<file path="src/rtl/dam_pkg.sv">
package dam_pkg;
   typedef enum logic [1:0] {
      EV_IDLE    = 2'd0,
      EV_HIT     = 2'd1,
      EV_MISS    = 2'd2,
      EV_ADVANCE = 2'd3
   } dam_ev_e;
endpackage

</file>
<file path="src/rtl/dam_sync.sv">
module dam_sync #(
   parameter int WIDTH  = 1,
   parameter int STAGES = 2
) (
   input  logic             clk,
   input  logic             rst_n,
   input  logic [WIDTH-1:0] d,
   output logic [WIDTH-1:0] q
);
   logic [STAGES-1:0][WIDTH-1:0] chain;

   for (genvar s = 0; s < STAGES; s++) begin : g_stage
      if (s == 0) begin : g_first
         always_ff @(posedge clk or negedge rst_n)
            if (!rst_n) chain[s] <= '0;
            else        chain[s] <= d;
      end else begin : g_next
         always_ff @(posedge clk or negedge rst_n)
            if (!rst_n) chain[s] <= '0;
            else        chain[s] <= chain[s-1];
      end
   end

   assign q = chain[STAGES-1];
endmodule

</file>
<file path="src/rtl/dam_divider.sv">
module dam_divider #(
   parameter int BITS = 12
) (
   input  logic            clk,
   input  logic            rst_n,
   input  logic            tick,
   input  logic            clr,
   output logic [BITS-1:0] count
);
   logic [BITS:0] carry;
   assign carry[0] = tick;

   for (genvar b = 0; b < BITS; b++) begin : g_bit
      logic bit_q;
      always_ff @(posedge clk or negedge rst_n)
         if (!rst_n)        bit_q <= 1'b0;
         else if (clr)      bit_q <= 1'b0;
         else if (carry[b]) bit_q <= ~bit_q;
      assign count[b]    = bit_q;
      assign carry[b+1]  = carry[b] & bit_q;
   end
endmodule

</file>
<file path="src/rtl/dam_seq.sv">
module dam_seq
   import dam_pkg::*;
#(
   parameter int DIGITS = 4,
   parameter int CODE_W = 4,
   parameter int STEP_W = 3
) (
   input  logic                     clk,
   input  logic                     rst_n,
   input  logic                     clr_all,
   input  logic                     rise,
   input  logic                     fall,
   input  logic [CODE_W-1:0]        code,
   input  logic [DIGITS*CODE_W-1:0] prog,
   input  logic                     expired,
   output logic [STEP_W-1:0]        step_q,
   output logic                     held_q,
   output logic                     div_clr
);
   localparam logic [STEP_W-1:0] DONE = STEP_W'(DIGITS);

   logic [CODE_W-1:0] want;
   dam_ev_e           ev;

   always_comb begin
      want = '0;
      for (int i = 0; i < DIGITS; i++)
         if (step_q == STEP_W'(i)) want = prog[i*CODE_W +: CODE_W];
   end

   always_comb begin
      ev = EV_IDLE;
      if (step_q != DONE) begin
         if (rise)                ev = (code == want) ? EV_HIT : EV_MISS;
         else if (fall && held_q) ev = EV_ADVANCE;
      end
   end

   always_ff @(posedge clk or negedge rst_n) begin
      if (!rst_n) begin
         step_q <= '0;
         held_q <= 1'b0;
      end else if (clr_all) begin
         step_q <= '0;
         held_q <= 1'b0;
      end else if (step_q == DONE) begin
         if (expired) step_q <= '0;
      end else begin
         case (ev)
            EV_HIT:  held_q <= 1'b1;
            EV_MISS: begin
               step_q <= '0;
               held_q <= 1'b0;
            end
            EV_ADVANCE: begin
               step_q <= step_q + 1'b1;
               held_q <= 1'b0;
            end
            default:
               if (!held_q && step_q != '0 && expired) step_q <= '0;
         endcase
      end
   end

   assign div_clr = clr_all | held_q | (ev == EV_HIT) | (ev == EV_ADVANCE);
endmodule

</file>
<file path="src/rtl/dtmf_addr_matcher.sv">
module dtmf_addr_matcher #(
   parameter int DIGITS      = 4,
   parameter int CODE_W      = 4,
   parameter int DIV_BITS    = 12,
   parameter int SYNC_STAGES = 2,
   localparam int TAP_W      = $clog2(DIV_BITS),
   localparam int STEP_W     = $clog2(DIGITS + 1)
) (
   input  logic                     clk,
   input  logic                     rst_n,
   input  logic                     tick_in,
   input  logic                     strobe_in,
   input  logic [CODE_W-1:0]        code_in,
   input  logic [DIGITS*CODE_W-1:0] prog_digits,
   input  logic                     ext_reset_in,
   input  logic [TAP_W-1:0]         tmo_sel,
   input  logic [TAP_W-1:0]         delay_sel,
   output logic                     addr_ok,
   output logic [STEP_W-1:0]        step_dbg
);
   localparam int SYNC_W = CODE_W + 2;
   localparam logic [STEP_W-1:0] DONE = STEP_W'(DIGITS);

   if (DIGITS < 1)      begin : g_bad_digits $error("DIGITS must be at least 1"); end
   if (CODE_W < 1)      begin : g_bad_code   $error("CODE_W must be at least 1"); end
   if (DIV_BITS < 2)    begin : g_bad_div    $error("DIV_BITS must be at least 2"); end
   if (SYNC_STAGES < 2) begin : g_bad_sync   $error("SYNC_STAGES must be at least 2"); end

   logic              ext_sync;
   logic              strobe_sync;
   logic              strobe_prev;
   logic [CODE_W-1:0] code_sync;
   logic              strobe_rise;
   logic              strobe_fall;
   logic [DIV_BITS-1:0] count;
   logic              expired;
   logic              delay_met;
   logic              div_clr;
   logic              held;

   dam_sync #(.WIDTH(SYNC_W), .STAGES(SYNC_STAGES)) u_sync (
      .clk   (clk),
      .rst_n (rst_n),
      .d     ({ext_reset_in, strobe_in, code_in}),
      .q     ({ext_sync, strobe_sync, code_sync})
   );

   always_ff @(posedge clk or negedge rst_n)
      if (!rst_n) strobe_prev <= 1'b0;
      else        strobe_prev <= strobe_sync;

   assign strobe_rise = strobe_sync & ~strobe_prev;
   assign strobe_fall = ~strobe_sync & strobe_prev;

   dam_divider #(.BITS(DIV_BITS)) u_div (
      .clk   (clk),
      .rst_n (rst_n),
      .tick  (tick_in),
      .clr   (div_clr),
      .count (count)
   );

   assign expired   = (count >> tmo_sel) != '0;
   assign delay_met = (count >> delay_sel) != '0;

   dam_seq #(.DIGITS(DIGITS), .CODE_W(CODE_W), .STEP_W(STEP_W)) u_seq (
      .clk     (clk),
      .rst_n   (rst_n),
      .clr_all (ext_sync),
      .rise    (strobe_rise),
      .fall    (strobe_fall),
      .code    (code_sync),
      .prog    (prog_digits),
      .expired (expired),
      .step_q  (step_dbg),
      .held_q  (held),
      .div_clr (div_clr)
   );

   assign addr_ok = (step_dbg == DONE) & delay_met & ~expired;
endmodule

</file>
<file path="config.mk">
export PLATFORM = sky130hd
export DESIGN_NAME = dtmf_addr_matcher
export DESIGN_NICKNAME = d
export VERILOG_FILES = /design/src/rtl/dam_pkg.sv /design/src/rtl/dam_sync.sv /design/src/rtl/dam_divider.sv /design/src/rtl/dam_seq.sv /design/src/rtl/dtmf_addr_matcher.sv
export SDC_FILE = /design/constraint.sdc
export NUM_CORES = 1
export LEC_CHECK = 0
export BUFFER_PORTS_ARGS = -buffer_cell sky130_fd_sc_hd__buf_2
export CORE_MARGIN = 2
export CORE_UTILIZATION = 53
export CTS_BUF_LIST = sky130_fd_sc_hd__clkbuf_4
export DETAILED_ROUTE_END_ITERATION = 12
export GPL_TIMING_DRIVEN = 0
export PLACE_DENSITY_LB_ADDON = 0.08
export SYNTH_ARGS = -nofsm -noshare
export SYNTH_HDL_FRONTEND = slang
export SYNTH_SLANG_ARGS = --single-unit
</file>
<file path="constraint.sdc">
create_clock -name clk -period 6.7 [get_ports clk]
set_clock_uncertainty 0.2 [all_clocks]
set_input_delay 2.01 -clock clk [delete_from_list [all_inputs] [get_ports clk]]
set_output_delay 2.01 -clock clk [all_outputs]
set_load 0.02 [all_outputs]
</file>
==> reports/metrics.csv, run 1 <==
stage,metric,value,unit
status,run_status,"finished, final reports clean",
clock_tree,cts_buffers,5,
final_layout,drive_above_1_share,27.0,%
die,io_pins,37,
logic_synthesis,syn-cell-area,1710,µm²
logic_synthesis,syn-num-nets,220,
route,drtAntennaViolNets,0,
pwr,power.density,160,nW/µm²
logic_synthesis,ys.warnings.count,0,
logic_synthesis,synthCells,182,
place,gp_congestion,0.951,
final_layout,design_area,2000,µm²
place,dpl.hpwl,2.79,mm
route,viasPerCell,5.64,
timing,rsz0062_at_grt,no,
final_layout,finalNetCount,263,
clock_tree,cts_resized,0,
pwr,p_sw,0.0830,mW
final_layout,utilization,65.4,%
pwr,leakagePower,0.893,nW
final_layout,final_cell_mix,"36 x buf_2, 29 x dfrtp_1, 16 x nand2_1, 12 x inv_1, 12 x nor2_1",
global_routing,overflow,0,
timing,maxSlewViolCount,0,
timing,fin_crit,6.19,ns
logic_synthesis,async_flop_share,100,%
hold_path,hp-class,register to register,
global_routing,grt_pass1_wl,6.29,mm
flow_run,drv_cap,0,
pwr,swShare,26.1,%
route,avgRoutedWirePerCell,13.5,µm
timing,worst_pin_slew,0.651,ns
pwr,ir_drop,0.116,mV
route,drc_errors,0,
global_routing,grt_pass1_vias,1449,
setup_path,arrival,3.98,ns
pwr,totalPowerFinal,0.318,mW
timing,finalSetupTns,0,ns
global_routing,antenna_found_initial,0,
final_layout,layout_commonest_cell,buf_2,
global_routing,track_usage,23.4,%
die,die-area,3700,µm²
pwr,pwr-share-comb,11.4,%
timing,max_freq,161,MHz
logic_synthesis,ys_seq_area_share,42.4,%
clock_tree,clk_latency,0.33,ns
die,initial_core_util,56.0,%
logic_synthesis,yosysUniqueCellTypes,45,
clock_tree,clock-sinks,29,
setup_path,crit_fanout,4,
pwr,clkPwrFrac,30.4,%
logic_synthesis,synth_top_flop_cell,dfrtp_1,
die,rows,20,
clock_tree,cts_setup_buffers,0,
route,vias,1522,
global_routing,grt_start_max_net_pins,30,
hold_path,min-delay-start,u_sync.chain[4],
setup_path,cp-start-kind,input pin,
die,die_w,60.8,µm
clock_tree,cts.clk_slew.worst_paths,0.10,ns
clock_tree,cts_buffer_depth,2,
setup_path,path_class,input pin to output port,
setup_path,rr_worst_depth,10,
clock_tree,h-tree-depth,2,
final_layout,antennaDiodeCount,0,
setup_path,critPathRequiredTime,4.49,ns
route,wirelength,3.64,mm
hold_path,hold_end,u_sync.q[4],
timing,hold_viol,0,
die,core_area,3050,µm²
logic_synthesis,synth-edff-count,0,
die,fp.dieH,60.8,µm
final_layout,synthToLayoutAreaGrowth,16.7,%
place,dpl_cell_area,1950,µm²
logic_synthesis,syn_area_per_cell,9.40,µm²
timing,fin_ws,0.507,ns
timing,setup_viol,0,
timing,fin_crit_sh,92.4,%
hold_path,hold_depth,0,
timing,max-slew-margin-rel,55.5,%
clock_tree,cts_tree,yes,
route,drt_pass1_iterations,4,
clock_tree,cts_root_buf,clkbuf_4,
setup_path,reg2reg_slack,4.01,ns
clock_tree,cts_hold_buf,0,
logic_synthesis,ys_ff_latch,29,
setup_path,cp-end-kind,output port,
place,io_buffers,36,
pwr,intPower,0.235,mW
route,drt-initial-drc-count,105,
setup_path,r2r-end,u_div.g_bit[3].bit_q,
setup_path,regToRegStartpoint,u_seq.step_q[0],
place,place_ws,0.470,ns
pwr,p_seq_share,58.2,%
[stage by stage]
stage	cells	hold slack, ns
final	270	0.141
after global routing	270	0.173
after CTS	270	0.152
after detailed placement	262	0.136
after global placement	262	0.132
after floorplan	182	0.131
[power by group through the flow]
stage	combinational, mW	clock [mW]	sequential [mW]
global route	0.0407	0.109	0.186
CTS	0.0365	0.101	0.185
floorplan	0.0186	0	0.187
detailed placement	0.0363	0	0.189
global placement	0.0347	0	0.188
finish	0.0363	0.0967	0.185
[worst max-delay path, cell delays in order]
cell and delay, ns:
buf_2 0.13, inv_1 0.08, a2111oi_0 0.63, nand4_1 0.20, o21ai_0 0.40, nand2_1 0.12
a221oi_1 0.20, buf_2 0.20
[worst max-delay path by stage]
| stage | start | to | slack, ns | cells past startpoint |
|---|---|---|---|---|
| after floorplan | tmo_sel[0] | addr_ok | 0.84 | 6 |
| final | tmo_sel[0] | addr_ok | 0.51 | 8 |
| after global placement | tmo_sel[0] | addr_ok | 0.57 | 8 |
| after detailed placement | tmo_sel[0] | addr_ok | 0.47 | 8 |
| after global routing | tmo_sel[0] | addr_ok | 0.27 | 8 |
| after CTS | tmo_sel[0] | addr_ok | 0.48 | 8 |
[synthesized netlist by cell type, types with 2 or more instances]
| cell | instances | area [µm²] |
|---|---|---|
| clkbuf_1 | 2 | 7.51 |
| o31ai_1 | 2 | 15.0 |
| ha_1 | 5 | 62.6 |
| nor2_1 | 12 | 45.0 |
| a221oi_2 | 2 | 30.0 |
| o211ai_1 | 2 | 15.0 |
| clkbuf_2 | 3 | 15.0 |
| a221oi_1 | 2 | 17.5 |
| and2_1 | 2 | 12.5 |
| nor3_1 | 4 | 20.0 |
| o21ai_0 | 9 | 45.0 |
| nor2_2 | 10 | 62.6 |
| nand2_1 | 16 | 60.1 |
| nand3_1 | 4 | 20.0 |
| nand3b_1 | 2 | 15.0 |
| inv_1 | 12 | 45.0 |
| nand2b_1 | 2 | 12.5 |
| nor2b_1 | 6 | 37.5 |
| xor2_1 | 7 | 61.3 |
| xnor2_1 | 8 | 70.1 |
| dfrtp_1 | 29 | 726 |
| nand4_1 | 3 | 18.8 |
| mux2i_1 | 3 | 30.0 |
| a21oi_1 | 8 | 40.0 |
| a211oi_1 | 3 | 22.5 |
| a31oi_1 | 5 | 31.3 |
[registers in the layout, indices dropped and copies added (netlist names)]
name               flops
u_seq.step_q           3
u_sync.q               6
u_seq.held_q           1
u_sync.chain           6
strobe_prev            1
u_div.g_bit.bit_q     12
[area by class of cell]
class | instances | area [µm²]
fill | 277 | 1060
multi-input combinational | 135 | 906
sequential | 29 | 726
timing repair buffer | 36 | 180
tap | 44 | 55.1
inverter | 12 | 45.0
clock buffer | 5 | 37.5
buffer | 6 | 33.8
clock inverter | 3 | 12.5
[routing by layer]
metal  global-route usage (%)  up-vias  share of wire (%)  wire (µm)
li1                         -      735                  -          -
met1                     29.1      732                 44       1600
met2                     37.3       46                 48       1740
met3                     7.04        9                5.7        208
met4                     11.2        0                2.4         88
met5                        0        -                  0          0
[cell families after synthesis]
family	count (synthesis)	synth area share, %
AND/OR/NAND/NOR	66	20.3
AO/OA/AOI/OAI	46	19.5
flip-flops	29	42.4
buffers and inverters	18	4.61
XOR/XNOR	15	7.68
adder cells (fa/ha/maj)	5	3.66
multiplexers	3	1.76
Power figures use the tool's default switching activity.
==> inputs of run 2 (changes only) <==
--- a/config.mk
+++ b/config.mk
@@ -7,7 +7,7 @@
 export LEC_CHECK = 0
 export BUFFER_PORTS_ARGS = -buffer_cell sky130_fd_sc_hd__buf_2
 export CORE_MARGIN = 2
-export CORE_UTILIZATION = 53
+export CORE_UTILIZATION = 30
 export CTS_BUF_LIST = sky130_fd_sc_hd__clkbuf_4
 export DETAILED_ROUTE_END_ITERATION = 12
 export GPL_TIMING_DRIVEN = 0
==> reports/metrics.csv, run 2 (synthesized netlist as in run 1, its figures left out) <==
stage,metric,value,unit
status,run_status,"finished, final reports clean",
timing,rsz0062_at_grt,no,
clock_tree,cts_buffers,5,
global_routing,grt_pass1_vias,1472,
timing,hold_viol,0,
timing,setup_viol,0,
final_layout,drive_above_1_share,27.1,%
timing,maxSlewViolCount,0,
route,drc_errors,0,
route,drt-initial-drc-count,61,
pwr,ir_drop,0.0749,mV
die,core_area,5510,µm²
setup_path,arrival,3.97,ns
setup_path,path_class,input pin to output port,
place,io_buffers,36,
final_layout,largest_register_ffs,12,
setup_path,cp-start-kind,input pin,
hold_path,min-delay-start,u_sync.chain[5],
place,placedCellCount,290,
timing,finalSetupTns,0,ns
timing,max-slew-margin-rel,55.6,%
clock_tree,cts_root_buf,clkbuf_4,
timing,fin_crit,6.18,ns
die,die_w,79.5,µm
clock_tree,cts_tree,yes,
final_layout,layout_commonest_cell,buf_2,
die,fp.dieH,79.5,µm
die,die-area,6320,µm²
final_layout,largest-register,u_div.g_bit.bit_q,
setup_path,regToRegStartpoint,u_seq.step_q[2],
clock_tree,clk_latency,0.32,ns
final_layout,finalNetCount,263,
route,vias,1441,
final_layout,fillers,570,
clock_tree,cts.clk_slew.worst_paths,0.08,ns
clock_tree,cts_setup_buffers,0,
timing,max_freq,162,MHz
setup_path,critPathLaunch,tmo_sel[0],
route,drt_pass1_iterations,4,
final_layout,antennaDiodeCount,0,
pwr,totalPowerFinal,0.320,mW
pwr,leakagePower,0.892,nW
route,viasPerCell,4.85,
clock_tree,cts_buffer_depth,2,
final_layout,synthToLayoutAreaGrowth,18.7,%
timing,fin_crit_sh,92.2,%
route,avgRoutedWirePerCell,13.2,µm
die,io_pins,37,
pwr,power.density,158,nW/µm²
final_layout,fin_cells,297,
setup_path,cp-end-kind,output port,
place,gp_congestion,0.794,
clock_tree,h-tree-depth,2,
route,wirelength,3.93,mm
final_layout,final_cell_mix,"36 x buf_2, 29 x dfrtp_1, 16 x nand2_1, 12 x inv_1, 12 x nor2_1",
hold_path,hp-class,register to register,
place,dpl.hpwl,2.99,mm
flow_run,drv_cap,0,
die,rows,27,
global_routing,overflow,0,
setup_path,crit_fanout,4,
route,drtAntennaViolNets,0,
global_routing,grt_pass1_wl,6.71,mm
timing,fin_worst_hold_slack,0.152,ns
timing,worst_pin_slew,0.666,ns
clock_tree,cts_hold_buf,0,
clock_tree,clock-sinks,29,
clock_tree,cts_resized,0,
global_routing,track_usage,13.6,%
setup_path,critPathRequiredTime,4.49,ns
die,initial_core_util,31.1,%
global_routing,antenna_found_initial,0,
global_routing,grt_start_max_net_pins,30,
run 2: changes by cell type in the layout (fill, tap and decap cells not counted), sizes merged:
cell    delta
clkbuf     +1
clkinv     -2
run 2: final timing paths:
path                                              to  slack, ns  cells past startpoint
worst max-delay path                         addr_ok       0.52                      8
worst min-delay path                     u_sync.q[5]       0.15                      0
worst max register to register       u_seq.step_q[2]       3.92                     10
worst min register to register           u_sync.q[5]       0.15                      0
max in group asynchronous                u_sync.q[3]       4.35                      1
min in group asynchronous       u_div.g_bit[0].bit_q       1.51                      1
run 2: cell type report:
cell class / count / area, µm² / share of cell area (%)
Clock buffer: 6 / 45.0 / 2.22
Buffer: 6 / 33.8 / 1.66
Tap cell: 72 / 90.1 / 4.44
Timing Repair Buffer: 36 / 180 / 8.88
Sequential cell: 29 / 726 / 35.8
Multi-Input combinational cell: 135 / 906 / 44.6
Inverter: 12 / 45.0 / 2.22
Clock inverter: 1 / 3.75 / 0.185
run 2: where the power goes:
part	switching (mW)	leakage [nW]	total [mW]	internal, mW
Sequential	0.00496	0.374	0.185	0.180
Combinational	0.0190	0.489	0.0363	0.0173
Clock	0.0568	0.0292	0.0988	0.0421
Total	0.0808	0.892	0.320	0.240
run 2: worst max-delay path, cell delays in order:
cell       delay, ns
buf_2           0.13
inv_1           0.07
a2111oi_0       0.57
nand4_1         0.20
o21ai_0         0.42
nand2_1         0.14
a221oi_1        0.22
buf_2           0.21
run 2: stage by stage:
step | utilization [%] | setup slack [ns] | area, µm²
after floorplan | - | 0.839 | 1710
after global placement | 36.0 | 0.517 | 1980
after detailed placement | 36.0 | 0.525 | 1980
after CTS | 36.9 | 0.510 | 2030
after global routing | 36.9 | 0.254 | 2030
final | 36.9 | 0.523 | 2030
run 2: routing by layer:
layer | vias up | part of all wire (%) | GRT usage (%)
li1 | 736 | - | -
met1 | 658 | 45 | 16.5
met2 | 41 | 48 | 22.9
met3 | 6 | 5.9 | 3.51
met4 | 0 | 1.6 | 5.86
met5 | - | 0 | 0
==> inputs of run 3 (changes only) <==
--- a/config.mk
+++ b/config.mk
@@ -6,9 +6,11 @@
 export NUM_CORES = 1
 export LEC_CHECK = 0
 export BUFFER_PORTS_ARGS = -buffer_cell sky130_fd_sc_hd__buf_2
+export CELL_PAD_IN_SITES_DETAIL_PLACEMENT = 1
+export CELL_PAD_IN_SITES_GLOBAL_PLACEMENT = 1
 export CORE_MARGIN = 2
 export CORE_UTILIZATION = 30
-export CTS_BUF_LIST = sky130_fd_sc_hd__clkbuf_4
+export CTS_BUF_LIST = sky130_fd_sc_hd__clkbuf_8
 export DETAILED_ROUTE_END_ITERATION = 12
 export GPL_TIMING_DRIVEN = 0
 export PLACE_DENSITY_LB_ADDON = 0.08
==> reports/metrics.csv, run 3 (synthesized netlist as in run 1, its figures left out) <==
stage,metric,value,unit
pwr,p_sw,0.0968,mW
pwr,pwr-share-comb,10.3,%
die,die-area,6320,µm²
global_routing,grt_pass1_vias,1632,
global_routing,track_usage,15.7,%
final_layout,largest-register,u_div.g_bit.bit_q,
status,run_status,"finished, final reports clean",
route,wirelength,4.55,mm
setup_path,cp-start-kind,input pin,
die,core_area,5510,µm²
global_routing,overflow,0,
die,fp.dieH,79.5,µm
hold_path,hp-class,register to register,
final_layout,layout_commonest_cell,buf_2,
final_layout,fillers,668,
place,gp_congestion,0.795,
route,avgRoutedWirePerCell,15.3,µm
global_routing,grt_start_max_net_pins,30,
place,io_buffers,36,
final_layout,seqCellArea,726,µm²
final_layout,finalNetCount,263,
route,drtAntennaViolNets,0,
clock_tree,h-tree-depth,2,
setup_path,path_class,input pin to output port,
timing,hold_viol,0,
route,drt-initial-drc-count,58,
pwr,leakagePower,0.907,nW
setup_path,r2r-end,u_div.g_bit[4].bit_q,
timing,max_freq,158,MHz
clock_tree,cts_tree,yes,
clock_tree,cts_hold_buf,0,
setup_path,reg2reg_slack,3.83,ns
final_layout,largest_register_ffs,12,
clock_tree,cts_buffer_depth,2,
hold_path,hold_depth,0,
setup_path,cp-end-kind,output port,
hold_path,min-delay-start,u_sync.chain[2],
final_layout,multi_input_area,906,µm²
pwr,totalPowerFinal,0.366,mW
timing,rsz0062_at_grt,no,
setup_path,crit_buf_inv,3,
timing,fin_crit,6.31,ns
clock_tree,clock-sinks,29,
setup_path,regToRegStartpoint,u_seq.step_q[0],
final_layout,final_cell_mix,"36 x buf_2, 29 x dfrtp_1, 16 x nand2_1, 12 x inv_1, 12 x nor2_1",
die,io_pins,37,
route,vias,1531,
final_layout,drive_above_1_share,27.9,%
die,initial_core_util,31.1,%
hold_path,hold_end,u_sync.q[2],
setup_path,crit_fanout,4,
die,die_w,79.5,µm
timing,maxSlewViolCount,0,
setup_path,critPathRequiredTime,4.49,ns
clock_tree,clk_latency,0.28,ns
pwr,power.density,177,nW/µm²
final_layout,synthToLayoutAreaGrowth,20.8,%
clock_tree,cts.clk_slew.worst_paths,0.06,ns
route,viasPerCell,5.14,
pwr,ir_drop,0.0831,mV
global_routing,grt_pass1_wl,7.71,mm
route,drc_errors,0,
clock_tree,cts_root_buf,clkbuf_8,
route,drt_pass1_iterations,4,
global_routing,antenna_found_initial,0,
pwr,swShare,26.4,%
clock_tree,cts_setup_buffers,0,
flow_run,drv_cap,0,
die,rows,27,
timing,finalSetupTns,0,ns
pwr,intPower,0.269,mW
timing,max-slew-margin-rel,55.9,%
pwr,p_seq_share,50.7,%
setup_path,cpPeakStageDelay,0.63,ns
clock_tree,cts_buffers,5,
setup_path,rr_worst_depth,10,
clock_tree,cts_resized,0,
setup_path,arrival,4.10,ns
timing,fin_crit_sh,94.2,%
setup_path,critPathMostFrequentCell,buf_2,
pwr,clkPwrFrac,38.9,%
final_layout,antennaDiodeCount,0,
timing,setup_viol,0,
setup_path,timing.critical_path.cells,buf_2 > inv_1 > a2111oi_0 > nand4_1 > o21ai_0 > nand2_1 > a221oi_1 > buf_2,
timing,worst_pin_slew,0.645,ns
setup_path,crit_family,compound AO/OA/AOI/OAI gates,
place,dpl.hpwl,3.53,mm
setup_path,slowest_stage,a2111oi_0,
[run 3: cell types whose count changed in the layout (fill, tap and decap cells not counted), sizes merged]
cell      delta
clkinv       +1
clkbuf       -1
clkinvlp     +1
[run 3: area by class of cell]
type	count	share of cell area (%)
Clock buffer	5	3.33
Sequential cell	29	35.1
Tap cell	72	4.36
Multi-Input combinational cell	135	43.8
Inverter	12	2.18
Buffer	6	1.63
Clock inverter	3	0.847
Timing Repair Buffer	36	8.72
[run 3: worst max path at each step]
| stage | from | endpoint | cells past startpoint |
|---|---|---|---|
| 6_report | tmo_sel[0] | addr_ok | 8 |
| 5_1_grt | tmo_sel[0] | addr_ok | 8 |
| 4_1_cts | tmo_sel[0] | addr_ok | 8 |
| 3_5_place_dp | tmo_sel[0] | addr_ok | 8 |
| 3_3_place_gp | tmo_sel[0] | addr_ok | 8 |
| 2_1_floorplan | tmo_sel[0] | addr_ok | 6 |
[run 3: routing by layer]
| metal | global-route usage, % | wire (µm) | up-vias | part of all wire (%) |
|---|---|---|---|---|
| li1 | - | - | 732 | - |
| met3 | 3.96 | 191 | 6 | 4.2 |
| met1 | 17.0 | 1860 | 761 | 41 |
| met4 | 5.17 | 57 | 0 | 1.3 |
| met2 | 29.4 | 2440 | 32 | 54 |
| met5 | 0 | 0 | - | 0 |
[run 3: power by group through the flow]
| stage | clock (mW) | combinational, mW | sequential, mW |
|---|---|---|---|
| global placement | 0 | 0.0362 | 0.189 |
| global route | 0.158 | 0.0418 | 0.187 |
| CTS | 0.149 | 0.0383 | 0.186 |
| detailed placement | 0 | 0.0381 | 0.189 |
| floorplan | 0 | 0.0186 | 0.187 |
| finish | 0.142 | 0.0378 | 0.186 |
[run 3: per-stage QoR]
step	worst slack (ns)	instances	hold WS, ns	utilization, %	cell area [µm²]
after floorplan	0.839	182	0.131	-	1710
after global placement	0.402	290	0.135	36.0	1980
after detailed placement	0.411	290	0.136	36.0	1980
after CTS	0.391	298	0.151	37.5	2070
after global routing	0.123	298	0.156	37.5	2070
final	0.387	298	0.148	37.5	2070
